[src/rtl/ldc_pkg.sv]
package ldc_pkg;
  localparam int INSTR_W = 32;
  localparam int REG_W   = 5;
  localparam int OP_W    = 6;
  localparam int OP_LSB  = 26;
  localparam int RS_LSB  = 21;
  localparam int RT_LSB  = 16;
  localparam int RD_LSB  = 11;

  typedef enum logic [1:0] {
    DEP_NONE = 2'd0,
    DEP_RW   = 2'd1,
    DEP_RD   = 2'd2,
    DEP_WR   = 2'd3
  } dep_t;

  // How an instruction class uses its register fields
  typedef enum logic [3:0] {
    USE_NONE,
    USE_ALU_R,     // src rs|rt, dst rd
    USE_SHIFT_C,   // src rt, dst rd
    USE_SRC_RS,    // src rs
    USE_JUMP_LINK, // src rs, dst rd
    USE_DST_RD,    // dst rd
    USE_SRC_RSRT,  // src rs|rt
    USE_IMM,       // src rs, dst rt
    USE_DST_RT,    // dst rt
    USE_SRC_RT,    // src rt
    USE_PART_LD,   // dst rt wins over src rs
    USE_LINK       // dst fixed link register
  } use_t;

  typedef struct packed {
    logic rs;
    logic rt;
    logic rd;
    logic link;
  } hit_t;

  localparam logic [5:0] OPC_SPECIAL = 6'h00;
  localparam logic [5:0] OPC_JAL     = 6'h03;
  localparam logic [5:0] OPC_UPPER   = 6'h0F;
  localparam logic [5:0] OPC_COP0    = 6'h10;
  localparam logic [5:0] OPC_COP2    = 6'h12;

  function automatic dep_t combine(input logic src, input logic dst);
    if (src && dst)  return DEP_RW;
    else if (src)    return DEP_RD;
    else if (dst)    return DEP_WR;
    else             return DEP_NONE;
  endfunction
endpackage

[src/rtl/ldc_field_match.sv]
module ldc_field_match
  import ldc_pkg::*;
#(
  parameter int LINK_IDX = 31
) (
  input  logic [REG_W-1:0]   pend_reg,
  input  logic [INSTR_W-1:0] instr,
  output hit_t               hits,
  output logic [OP_W-1:0]    opcode,
  output logic [5:0]         func,
  output logic [REG_W-1:0]   sub_op,
  output logic               zero_word
);
  logic [REG_W-1:0] f_rs, f_rt, f_rd;

  always_comb begin
    opcode    = instr[OP_LSB +: OP_W];
    f_rs      = instr[RS_LSB +: REG_W];
    f_rt      = instr[RT_LSB +: REG_W];
    f_rd      = instr[RD_LSB +: REG_W];
    func      = instr[5:0];
    sub_op    = f_rs;
    zero_word = (instr == '0);
    hits.rs   = (f_rs == pend_reg);
    hits.rt   = (f_rt == pend_reg);
    hits.rd   = (f_rd == pend_reg);
    hits.link = (pend_reg == REG_W'(LINK_IDX));
  end
endmodule

[src/rtl/ldc_use_decode.sv]
module ldc_use_decode
  import ldc_pkg::*;
(
  input  logic [OP_W-1:0]  opcode,
  input  logic [5:0]       func,
  input  logic [REG_W-1:0] sub_op,
  output use_t             use_cls
);
  use_t cop_cls;

  always_comb begin
    case (sub_op)
      5'h00, 5'h02: cop_cls = USE_DST_RT;
      5'h04, 5'h06: cop_cls = USE_SRC_RT;
      default:      cop_cls = USE_NONE;
    endcase
  end

  always_comb begin
    use_cls = USE_NONE;
    case (opcode)
      OPC_SPECIAL: begin
        case (func)
          6'h00, 6'h02, 6'h03:               use_cls = USE_SHIFT_C;
          6'h08, 6'h11, 6'h13:               use_cls = USE_SRC_RS;
          6'h09:                             use_cls = USE_JUMP_LINK;
          6'h10, 6'h12:                      use_cls = USE_DST_RD;
          6'h18, 6'h19, 6'h1A, 6'h1B:        use_cls = USE_SRC_RSRT;
          6'h04, 6'h06, 6'h07,
          6'h20, 6'h21, 6'h22, 6'h23,
          6'h24, 6'h25, 6'h26, 6'h27,
          6'h2A, 6'h2B:                      use_cls = USE_ALU_R;
          default:                           use_cls = USE_NONE;
        endcase
      end
      OPC_JAL:                               use_cls = USE_LINK;
      6'h08, 6'h09, 6'h0A, 6'h0B,
      6'h0C, 6'h0D, 6'h0E,
      6'h20, 6'h21, 6'h23, 6'h24, 6'h25:     use_cls = USE_IMM;
      OPC_UPPER:                             use_cls = USE_DST_RT;
      OPC_COP0:                              use_cls = cop_cls;
      OPC_COP2:                              use_cls = (func == 6'h00) ? cop_cls : USE_NONE;
      6'h22, 6'h26:                          use_cls = USE_PART_LD;
      6'h28, 6'h29, 6'h2A, 6'h2B, 6'h2E:     use_cls = USE_SRC_RSRT;
      6'h32, 6'h3A:                          use_cls = USE_SRC_RS;
      default:                               use_cls = USE_NONE;
    endcase
  end
endmodule

[src/rtl/ldc_dep_resolve.sv]
module ldc_dep_resolve
  import ldc_pkg::*;
(
  input  use_t  use_cls,
  input  hit_t  hits,
  input  logic  zero_word,
  output dep_t  dep
);
  always_comb begin
    case (use_cls)
      USE_ALU_R:     dep = combine(hits.rs | hits.rt, hits.rd);
      USE_SHIFT_C:   dep = combine(hits.rt, hits.rd);
      USE_SRC_RS:    dep = combine(hits.rs, 1'b0);
      USE_JUMP_LINK: dep = combine(hits.rs, hits.rd);
      USE_DST_RD:    dep = combine(1'b0, hits.rd);
      USE_SRC_RSRT:  dep = combine(hits.rs | hits.rt, 1'b0);
      USE_IMM:       dep = combine(hits.rs, hits.rt);
      USE_DST_RT:    dep = combine(1'b0, hits.rt);
      USE_SRC_RT:    dep = combine(hits.rt, 1'b0);
      USE_PART_LD:   dep = hits.rt ? DEP_WR : combine(hits.rs, 1'b0);
      USE_LINK:      dep = combine(1'b0, hits.link);
      default:       dep = DEP_NONE;
    endcase
    if (zero_word) dep = DEP_NONE;
  end
endmodule

[src/rtl/ldc_out_stage.sv]
module ldc_out_stage #(
  parameter bit OUT_REG = 1'b1,
  parameter int CODE_W  = 2
) (
  input  logic              clk,
  input  logic              rst,
  input  logic              in_valid,
  input  logic [CODE_W-1:0] code_in,
  output logic              out_valid,
  output logic [CODE_W-1:0] code_out
);
  generate
    if (OUT_REG) begin : g_reg
      always_ff @(posedge clk) begin
        if (rst) begin
          out_valid <= 1'b0;
          code_out  <= '0;
        end else begin
          out_valid <= in_valid;
          if (in_valid) code_out <= code_in;
        end
      end
    end else begin : g_comb
      assign out_valid = in_valid;
      assign code_out  = code_in;
    end
  endgenerate
endmodule

[src/rtl/ldc_classifier.sv]
module ldc_classifier
  import ldc_pkg::*;
#(
  parameter bit OUT_REG  = 1'b1,
  parameter int LINK_IDX = 31
) (
  input  logic        clk,
  input  logic        rst,
  input  logic        in_valid,
  input  logic [4:0]  pend_reg,
  input  logic [31:0] instr,
  output logic        out_valid,
  output logic [1:0]  dep_code
);
  hit_t             hits;
  logic [OP_W-1:0]  opcode;
  logic [5:0]       func;
  logic [REG_W-1:0] sub_op;
  logic             zero_word;
  use_t             use_cls;
  dep_t             dep;

  ldc_field_match #(.LINK_IDX(LINK_IDX)) u_match (
    .pend_reg (pend_reg),
    .instr    (instr),
    .hits     (hits),
    .opcode   (opcode),
    .func     (func),
    .sub_op   (sub_op),
    .zero_word(zero_word)
  );

  ldc_use_decode u_decode (
    .opcode (opcode),
    .func   (func),
    .sub_op (sub_op),
    .use_cls(use_cls)
  );

  ldc_dep_resolve u_resolve (
    .use_cls  (use_cls),
    .hits     (hits),
    .zero_word(zero_word),
    .dep      (dep)
  );

  ldc_out_stage #(.OUT_REG(OUT_REG), .CODE_W(2)) u_out (
    .clk      (clk),
    .rst      (rst),
    .in_valid (in_valid),
    .code_in  (dep),
    .out_valid(out_valid),
    .code_out (dep_code)
  );
endmodule

[config.mk]
export PLATFORM = sky130hd
export DESIGN_NAME = ldc_classifier
export DESIGN_NICKNAME = d
export VERILOG_FILES = /design/src/rtl/ldc_pkg.sv /design/src/rtl/ldc_field_match.sv /design/src/rtl/ldc_use_decode.sv /design/src/rtl/ldc_dep_resolve.sv /design/src/rtl/ldc_out_stage.sv /design/src/rtl/ldc_classifier.sv
export SDC_FILE = /design/constraint.sdc
export NUM_CORES = 1
export LEC_CHECK = 0
export BUFFER_PORTS_ARGS = -buffer_cell sky130_fd_sc_hd__buf_2
export CORE_ASPECT_RATIO = 1.25
export CORE_MARGIN = 1.5
export CORE_UTILIZATION = 47
export CTS_BUF_LIST = sky130_fd_sc_hd__clkbuf_4 sky130_fd_sc_hd__clkbuf_8 sky130_fd_sc_hd__clkbuf_16
export CTS_CLUSTER_DIAMETER = 120
export DETAILED_ROUTE_END_ITERATION = 12
export GPL_ROUTABILITY_DRIVEN = 0
export HOLD_SLACK_MARGIN = 0.06
export PLACE_DENSITY = 0.88
export SYNTH_ARGS = -nofsm -noshare
export SYNTH_HDL_FRONTEND = slang
export SYNTH_SLANG_ARGS = --single-unit
export TNS_END_PERCENT = 5
[constraint.sdc]
create_clock -name clk -period 2.6 [get_ports clk]
set_input_delay 0.13 -clock clk [delete_from_list [all_inputs] [get_ports clk]]
set_output_delay 0.13 -clock clk [all_outputs]
set_load 0.01 [all_outputs]
==> reports/qor.txt, run 1 <==
status - finished clean
# rows - 17
Hold Path Depth - 2
Nets - 216
DP HPWL - 2258 um
Tot GR Track Use - 25.33%
initial DRC count - 17
Reg clk slew, reported paths - 0.04 ns
Crit. End Element - flop
Total Neg Setup Slack - 0 ns
reg2reg path depth - 5
leakage - 0.0004886 uW
slew margin rel. - 70.92%
Synth Flop Type - dfxtp_1
achievable frequency - 485.9 MHz
Root Buffer Master - clkbuf_4
initial antenna violation count - 0
worst endpoint data arrival time - 2.17 ns
maximum vdd ir drop - 0.1317 mV
Slew Viols, Final - 0
Worst-Skew Late Latency - 0.23 ns
FF-to-FF Start - u_out.code_out[1]$_SDFFE_PP0P_
# port buffers - 42
synth-to-layout area growth - 25.56%
Vias - 1209
fin crit share - 79.16%
Period minus WS final - 2.058 ns
Yosys cell types - 46
Die ar. - 2290 um^2
Worst path slowest cell - a2111oi_1
critical path's largest stage delay - 0.43 ns
Chip Height - 53.13 um
Synth Net Count - 172
post-route ant nets - 0
Initial Utilization - 51.64%
core area - 1829 um^2
cells along the critical path - buf_2 -> xnor2_1 -> nand3_1 -> nor3_1 -> inv_1 -> ha_1 -> a21oi_1 -> o21ai_0 -> a2111oi_1 -> a211oi_2
residual DRC count - 0
wire per inst - 14.04 um
maxcap violations - 0
Routed WL - 2653 um
GRT overflow - 0
CTS Buf Count - 3
FF-to-FF setup slack - 1.24 ns
Cells after Synth - 127
CP Launch Type - primary input
Pwr Total - 306.2 uW
Synth async-reset ratio - 0%
CTS tree - built
Slew @ Worst Pin - 0.4328 ns
post-CTS sizing - 0
Post-synth EDFFs - 0
vias in the first global route - 1155
most frequent cells in the layout - buf_2, xnor2_1, nand3_1, nor3_1, nand2_1
first-pass GRT wire length - 4581 um
CP max FO - 4
WHS Endpoint - u_out.out_valid$_SDFF_PP0_
pwr dens - 258.2 nW/um^2
Synth warnings - 0
Required @ worst endpoint - 2.71 ns
final hold vios - 0
hold path startpoint - rst
H-Tree Depth - 1
DRT Pass-1 Iters - 4
r2r endpoint - u_out.code_out[1]$_SDFFE_PP0P_
vias per cell - 6.397
io pins - 43
post-synthesis sequential area ratio - 6.358%
flops & latches, synth - 3
CTS Buffer Depth - 2
RSZ-0062 raised after global routing - no
Worst Hold Class - in2reg
cts hold-fix bufs - 0
clk_skew - 0 ns
most common cell after layout, fill and taps aside - buf_2
CP Launch Point - pend_reg[4]
Avg Cell Area, Syn - 7.438 um^2
clk sinks - 3
final setup vio count - 0
Die Wd - 43.10 um
postcts setup bufs - 0
largest net degree at the start of global routing - 11
Ant. Diodes - 0
kind of critical path - in2reg
synthesized cell area - 944.7 um^2
proportion of layout cells with a drive suffix above 1 - 32.94%
worst max-delay path by stage:
stage,end,slack [ns],cells past startpoint
after floorplan,u_out.code_out[1]$_SDFFE_PP0P_,0.74,9
after global placement,u_out.code_out[1]$_SDFFE_PP0P_,0.48,10
after detailed placement,u_out.code_out[1]$_SDFFE_PP0P_,0.36,10
after CTS,u_out.code_out[1]$_SDFFE_PP0P_,0.61,10
after global routing,u_out.code_out[1]$_SDFFE_PP0P_,0.42,10
final,u_out.code_out[1]$_SDFFE_PP0P_,0.54,10
worst max-delay path, delay by kind of cell:
kind / cells / cell delay, ns
fa+ha+maj: 1 / 0.31
buf+inv: 2 / 0.27
xor+xnor: 1 / 0.16
compound gates: 4 / 0.81
simple gates: 2 / 0.49
final cells by class:
cell class	count	area, um^2
Sequential cell	3	60.06
Multi-Input combinational cell	117	843.3
Tap cell	19	23.77
Clock buffer	4	30.03
Timing Repair Buffer	43	217.7
Inverter	3	11.26
Fill cell	174	643.1
synthesized netlist by cell type, drive strengths merged, types with 2 or more instances:
master	number	area share, %
a21oi	6	3.2
a31oi	2	1.3
buf	3	2.8
dfxtp	3	6.4
ha	5	6.6
inv	3	1.2
mux2i	3	3.2
nand2	8	3.2
nand2b	3	2.0
nand3	9	5.3
nand4	2	1.3
nand4b	2	1.9
nor2	8	3.4
nor2b	7	4.6
nor3	8	4.2
nor4	6	5.6
nor4b	2	1.9
o211ai	3	2.9
o21ai	7	3.7
o22ai	3	2.6
o31ai	2	1.6
o32ai	2	2.6
xnor2	9	8.3
xor2	7	6.5
through the flow:
step	cells	area [um^2]	hold slack, ns	setup slack [ns]	utilization [%]
floorplan	127	944.7	0.2016	0.7417	-
finish	189	1186	0.08394	0.5419	64.84
CTS	189	1186	0.07812	0.6076	64.84
global route	189	1186	0.08331	0.4168	64.84
detailed placement	185	1156	0.3221	0.3571	63.20
global placement	185	1156	0.3205	0.4757	63.20
routing by layer:
metal | wire (um) | vias to the layer above | global-route usage [%]
met5 | 0 | - | 0
li1 | - | 572 | -
met3 | 179 | 10 | 2.730
met2 | 1458 | 66 | 51.99
met1 | 942 | 561 | 25.56
met4 | 74 | 0 | 8.586
registers in the layout, summed over array words and instances, names as in the netlist:
signal / flops
u_out.out_valid: 1
u_out.code_out: 2
power breakdown:
part           switching, uW  total, uW  internal, uW
registers              0.538       48.6          48.0
logic                   88.2        160          72.0
clock network           29.2       97.5          68.2
total                    118        306           188
logic make-up (layout without fill, tap and decap cells):
kind of cell    count (synthesis)  count (layout)  share of synthesized area [%]
buf+inv                         7              50                          4.370
mux                             3               3                          3.179
flops                           3               3                          6.358
simple gates                   59              59                          36.69
fa+ha+maj                       5               5                          6.623
compound gates                 34              34                          27.95
xor+xnor                       16              16                          14.84
No activity file was read; power rests on OpenSTA's default activity.
==> run 2, diff against run 1 <==
--- a/config.mk
+++ b/config.mk
@@ -5,16 +5,17 @@
 export SDC_FILE = /design/constraint.sdc
 export NUM_CORES = 1
 export LEC_CHECK = 0
+export ABC_AREA = 1
 export BUFFER_PORTS_ARGS = -buffer_cell sky130_fd_sc_hd__buf_2
 export CORE_ASPECT_RATIO = 1.25
 export CORE_MARGIN = 1.5
-export CORE_UTILIZATION = 47
+export CORE_UTILIZATION = 44
 export CTS_BUF_LIST = sky130_fd_sc_hd__clkbuf_4 sky130_fd_sc_hd__clkbuf_8 sky130_fd_sc_hd__clkbuf_16
 export CTS_CLUSTER_DIAMETER = 120
 export DETAILED_ROUTE_END_ITERATION = 12
 export GPL_ROUTABILITY_DRIVEN = 0
 export HOLD_SLACK_MARGIN = 0.06
-export PLACE_DENSITY = 0.88
+export PLACE_DENSITY = 0.84
 export SYNTH_ARGS = -nofsm -noshare
 export SYNTH_HDL_FRONTEND = slang
 export SYNTH_SLANG_ARGS = --single-unit
==> constraint.sdc (replaced) <==
create_clock -name clk -period 1.8 [get_ports clk]
set_input_delay 0.09 -clock clk [delete_from_list [all_inputs] [get_ports clk]]
set_output_delay 0.09 -clock clk [all_outputs]
set_load 0.01 [all_outputs]
==> run 2 against run 1 <==
  * Routed wire length is 1.2% lower
  * Synthesized area grew 17%
  * Critical path depth grew 4
  * Register-to-register slack about the same
  * Largest cell class unchanged
  * Largest power group unchanged
==> reports/qor.txt, run 2 <==
status - finished clean
CP max FO - 4
Required @ worst endpoint - 1.92 ns
hold path startpoint - in_valid
clk_skew - 0 ns
Crit. End Element - flop
Sw Ratio - 40.13%
WHS Endpoint - u_out.out_valid$_SDFF_PP0_
CP Launch Type - primary input
Reg clk slew, reported paths - 0.04 ns
initial DRC count - 26
CTS Buf Count - 3
maxcap violations - 0
final hold vios - 0
Cells after Synth - 201
Nets - 296
H-Tree Depth - 1
Worst-Skew Late Latency - 0.23 ns
residual DRC count - 0
# port buffers - 42
worst endpoint data arrival time - 1.64 ns
largest cells by area after synthesis - nand2_1, nand3_1, nor2_1
largest reg by FF count - u_out.code_out
FF-to-FF Start - u_out.code_out[0]$_SDFFE_PP0P_
Finished Layout Cells - 283
Synth warnings - 0
post-route ant nets - 0
post-CTS sizing - 0
fin crit share - 84.11%
maximum vdd ir drop - 0.1884 mV
clock network power share - 30.2%
most common cell after layout, fill and taps aside - nand2_1
max reg flops - 2
Total Neg Setup Slack - 0 ns
Slew Viols, Final - 0
Synth async-reset ratio - 0%
GRT overflow - 0
Period minus WS final - 1.514 ns
Root Buffer Master - clkbuf_4
Chip Height - 58.99 um
vias in the first global route - 1252
Worst Hold Class - in2reg
Avg Cell Area, Syn - 5.490 um^2
synthesized cell area - 1104 um^2
post-synth top area share - 14.97%
synth-to-layout area growth - 27.78%
Placed Cells - 278
final setup vio count - 0
postcts setup bufs - 0
largest net degree at the start of global routing - 8
Ant. Diodes - 0
Synth Net Count - 246
first-pass GRT wire length - 4450 um
reg2reg path depth - 2
Die ar. - 2819 um^2
CTS Buffer Depth - 2
internal power - 266.4 uW
Slew @ Worst Pin - 0.3198 ns
Post-synth top cells - nand2_1, nor2_1, inv_1, nand3_1, nor2_2
leakage - 0.0007824 uW
Vias - 1375
Die Wd - 47.80 um
pwr dens - 315.6 nW/um^2
most instantiated library cell after synthesis - nand2_1
area leader, netlist - nand2_1
initial antenna violation count - 0
Tot GR Track Use - 20.40%
core area - 2402 um^2
largest registers - u_out.code_out (2), u_out.out_valid (1)
Hold Path Depth - 3
Flop pwr share - 15.6%
proportion of layout cells with a drive suffix above 1 - 31.20%
slew margin rel. - 78.49%
io pins - 43
cts hold-fix bufs - 1
# rows - 20
RSZ-0062 raised after global routing - no
Yosys cell types - 25
CTS tree - built
most frequent cells in the layout - nand2_1, buf_2, nor2_1
Post-synth EDFFs - 0
flops & latches, synth - 3
DP HPWL - 2324 um
Routed WL - 2621 um
kind of critical path - in2reg
r2r endpoint - u_out.code_out[0]$_SDFFE_PP0P_
achievable frequency - 660.5 MHz
vias per cell - 4.859
wire per inst - 9.261 um
DRT Pass-1 Iters - 4
Initial Utilization - 45.94%
Synth Flop Type - dfxtp_1
Sw Pwr - 178.6 uW
FF-to-FF setup slack - 1.23 ns
post-synthesis sequential area ratio - 5.442%
clk sinks - 3
Comb pwr share - 54.2%
[run 2: cell types whose count changed in the layout (fill, tap and decap cells not counted), sizes merged, moves of 3 or more]
cell	before	now
inv	3	31
nand2b	3	0
o211ai	3	0
o22ai	3	0
or2	0	3
o21ai	7	3
xnor2	9	3
nand3	9	27
nor2b	7	0
mux2i	3	0
nor2	8	47
nor3	8	3
nand2	8	50
[run 2: layer usage]
layer | vias up | track usage (%) | part of all wire, %
li1 | 733 | - | -
met3 | 6 | 1.524 | 3.3
met2 | 31 | 36.57 | 52
met4 | 0 | 7.722 | 1.5
met5 | - | 0 | 0
met1 | 605 | 23.93 | 43
[run 2: cell type report]
type	instances	area [um^2]
clock buffers	4	30.03
fillers	270	992.2
inverters	31	116.4
multi-input cells	167	927.1
flip-flops and latches	3	60.06
well taps	33	41.29
repair buffers	45	235.2
[run 2: power by group through the flow]
stage	Sequential [uW]	Combinational [uW]	Clock, uW
floorplan	71.3	144	0
global placement	70.2	237	0
detailed placement	70.3	239	0
CTS	69.2	242	139
global route	69.4	271	141
finish	69.3	241	135
[run 2: cells by family after synthesis]
family	count (synthesis)	share of synthesized area, %
buf+inv	31	10.54
xor+xnor	12	9.525
fa+ha+maj	5	5.669
flops	3	5.442
compound gates	11	5.556
simple gates	139	63.27
[run 2: how the worst max path moves through the flow]
stage                 from                             end  slack, ns  cells after the start
2_1_floorplan  pend_reg[1]  u_out.code_out[1]$_SDFFE_PP0P_       0.16                     13
3_3_place_gp   pend_reg[1]  u_out.code_out[1]$_SDFFE_PP0P_       0.07                     14
3_5_place_dp   pend_reg[1]  u_out.code_out[1]$_SDFFE_PP0P_       0.05                     14
4_1_cts        pend_reg[1]  u_out.code_out[1]$_SDFFE_PP0P_       0.29                     14
5_1_grt        pend_reg[1]  u_out.code_out[1]$_SDFFE_PP0P_       0.11                     14
6_report       pend_reg[1]  u_out.code_out[1]$_SDFFE_PP0P_       0.29                     14
[run 2: critical path, cell delays in order]
cell and delay, ns:
buf_2 0.12, inv_1 0.10, or2_2 0.12, nand3_1 0.08, nor4_1 0.25, inv_1 0.11, ha_1 0.24, xor2_1 0.17
nand2_1 0.07, nand2_1 0.05, nor2_1 0.08, nand2_1 0.05, nand2_1 0.05, a21oi_1 0.05
[run 2: metrics by stage]
step	hold slack [ns]	total power, uW	setup WS (ns)	util (%)	cell area (um^2)
global placement	0.2876	307.0	0.06958	57.03	1370
floorplan	0.1524	215.7	0.1606	-	1104
detailed placement	0.2832	308.9	0.05290	57.03	1370
global route	0.1555	481.2	0.1111	58.70	1410
finish	0.1068	445.0	0.2861	58.70	1410
CTS	0.1063	449.5	0.2850	58.70	1410
==> run 3, diff against run 2 <==
==> constraint.sdc (replaced) <==
create_clock -name clk -period 1.3 [get_ports clk]
set_input_delay 0.065 -clock clk [delete_from_list [all_inputs] [get_ports clk]]
set_output_delay 0.065 -clock clk [all_outputs]
set_load 0.01 [all_outputs]
==> run 3 against run 2 <==
  * The run now ends with negative setup slack left
  * Clock power increased by 45%
  * Critical path depth decreased by 1
  * Final cell count increased by 11%
  * Core utilization increased by 17 points
  * Flip-flop and latch count unchanged
  * Via count increased by 13%
  * Global-route usage increased by 7.9 points
  * Combinational power increased by 100%
  * Clock skew unchanged
  * Critical path type unchanged
  * Highest routed layer unchanged
==> reports/qor.txt, run 3 (synthesis results as in run 2) <==
status - finished, violations left
violated checks - negative setup slack
vias per cell - 4.921
r2r endpoint - u_out.code_out[0]$_SDFFE_PP0P_
clk sinks - 3
Required @ worst endpoint - 1.43 ns
Final Worst Setup Slack - -0.1949 ns
maxcap violations - 0
cells along the critical path - buf_6 -> buf_6 -> xor2_4 -> nor4_4 -> inv_2 -> ha_4 -> xor2_1 -> nand2_1 -> nand2_1 -> nor2_1 -> nand2_1 -> nand2_1 -> a21oi_1
RSZ-0062 raised after global routing - yes
Finished Layout Cells - 315
Util after Layout - 75.36%
Die ar. - 2819 um^2
CP Launch Type - primary input
Routed WL - 3813 um
Vias - 1550
Worst path slowest cell - nor4_4
critical path's largest stage delay - 0.36 ns
hold path startpoint - in_valid
io pins - 43
kind of critical path - in2reg
H-Tree Depth - 1
# port buffers - 42
Reg clk slew, reported paths - 0.04 ns
Die Wd - 47.80 um
fin crit share - 115.0%
CTS Buffer Depth - 2
Chip Height - 58.99 um
largest registers - u_out.code_out (2), u_out.out_valid (1)
Worst-Skew Late Latency - 0.24 ns
GRT overflow - 0
Nets - 328
first-pass GRT wire length - 5858 um
CP max FO - 4
most frequent CP cell - nand2_1
pwr dens - 426.7 nW/um^2
leakage - 0.0009643 uW
Hold Path Depth - 3
wire per inst - 12.10 um
CTS Buf Count - 3
final hold vios - 0
largest reg by FF count - u_out.code_out
# rows - 20
Cell Area, Placed - 1609 um^2
FF-to-FF setup slack - 0.72 ns
DP HPWL - 2612 um
maximum vdd ir drop - 0.3742 mV
initial antenna violation count - 0
Slew Viols, Final - 0
proportion of layout cells with a drive suffix above 1 - 45.39%
Total Neg Setup Slack - -0.3786 ns
max reg flops - 2
synth-to-layout area growth - 64.06%
WHS Endpoint - u_out.out_valid$_SDFF_PP0_
Placed Cells - 304
initial DRC count - 50
Root Buffer Master - clkbuf_4
# fillers - 191
Tot GR Track Use - 28.30%
Final Cell Area - 1810 um^2
Slew @ Worst Pin - 0.4002 ns
Ant. Diodes - 0
reg2reg path depth - 2
most frequent cells in the layout - nand2_1, buf_2, buf_4
core area - 2402 um^2
largest net degree at the start of global routing - 8
post-route ant nets - 0
clk_skew - 0 ns
final setup vio count - 2
slew margin rel. - 73.07%
Worst Hold Class - in2reg
Initial Utilization - 45.94%
FF-to-FF Start - u_out.code_out[0]$_SDFFE_PP0P_
vias in the first global route - 1534
Crit. End Element - flop
Period minus WS final - 1.495 ns
achievable frequency - 668.9 MHz
most common cell after layout, fill and taps aside - nand2_1
DRT Pass-1 Iters - 4
residual DRC count - 0
worst endpoint data arrival time - 1.62 ns
CTS tree - built
==> run 3: cell types whose count changed in the layout (fill, tap and decap cells not counted), sizes merged <==
cell	previous run	this run
buf	44	76
==> run 3: critical path: cells and delay by family <==
kind                       cells  cell delay, ns
and+or+nand+nor                6            0.69
buffers and inverters          3            0.32
xor gates and xnor gates       2            0.30
adders and majority gates      1            0.18
AOI/OAI and AO/OA              1            0.06
==> run 3: per-layer routing <==
metal  global-route usage [%]  part of all wire (%)  up-vias
li1                         -                     -      800
met1                    26.35                    36      678
met2                    52.95                    53       50
met3                    4.268                   5.1       22
met4                    17.76                   6.5        0
met5                        0                     0        -
==> run 3: worst max path at each step <==
stage,startpoint,to,slack [ns],cells past startpoint
final,pend_reg[3],u_out.code_out[1]$_SDFFE_PP0P_,-0.19,13
after global placement,pend_reg[0],u_out.code_out[1]$_SDFFE_PP0P_,-0.34,13
after floorplan,pend_reg[0],u_out.code_out[1]$_SDFFE_PP0P_,-0.18,12
after detailed placement,pend_reg[0],u_out.code_out[1]$_SDFFE_PP0P_,-0.40,13
after global routing,pend_reg[3],u_out.code_out[0]$_SDFFE_PP0P_,-0.25,13
after CTS,pend_reg[0],u_out.code_out[1]$_SDFFE_PP0P_,-0.07,13
==> run 3: power breakdown <==
part	leakage, uW	switching (uW)	internal, uW
Clock	0.0000184	59.3	137
Combinational	0.000921	258	223
Sequential	0.0000245	0.965	95.1
==> run 3: cell type report <==
type | count | area, um^2 | share of cell area [%]
Sequential cell | 3 | 60.06 | 3.317
Clock buffer | 4 | 30.03 | 1.659
Timing Repair Buffer | 77 | 510.5 | 28.20
Multi-Input combinational cell | 167 | 1052 | 58.12
Inverter | 31 | 116.4 | 6.427
Tap cell | 33 | 41.29 | 2.281
==> run 3: stage by stage <==
step / hold WS, ns / setup WS, ns / power [uW]
5_1_grt: 0.1546 / -0.2479 / 825.8
2_1_floorplan: 0.1274 / -0.1793 / 316.2
6_report: 0.1206 / -0.1949 / 772.5
3_3_place_gp: 0.2552 / -0.3449 / 495.3
3_5_place_dp: 0.2565 / -0.4040 / 504.4
4_1_cts: 0.1132 / -0.06773 / 748.2
==> run 3: timing repair <==
action	4_1_cts	5_1_grt
resized for setup	22	4
pin swaps	13	0
endpoints found under the hold margin	3	0
buffers inserted	6	0
endpoints found under the setup margin	2	2
hold buffers	1	0
gates cloned	0	0
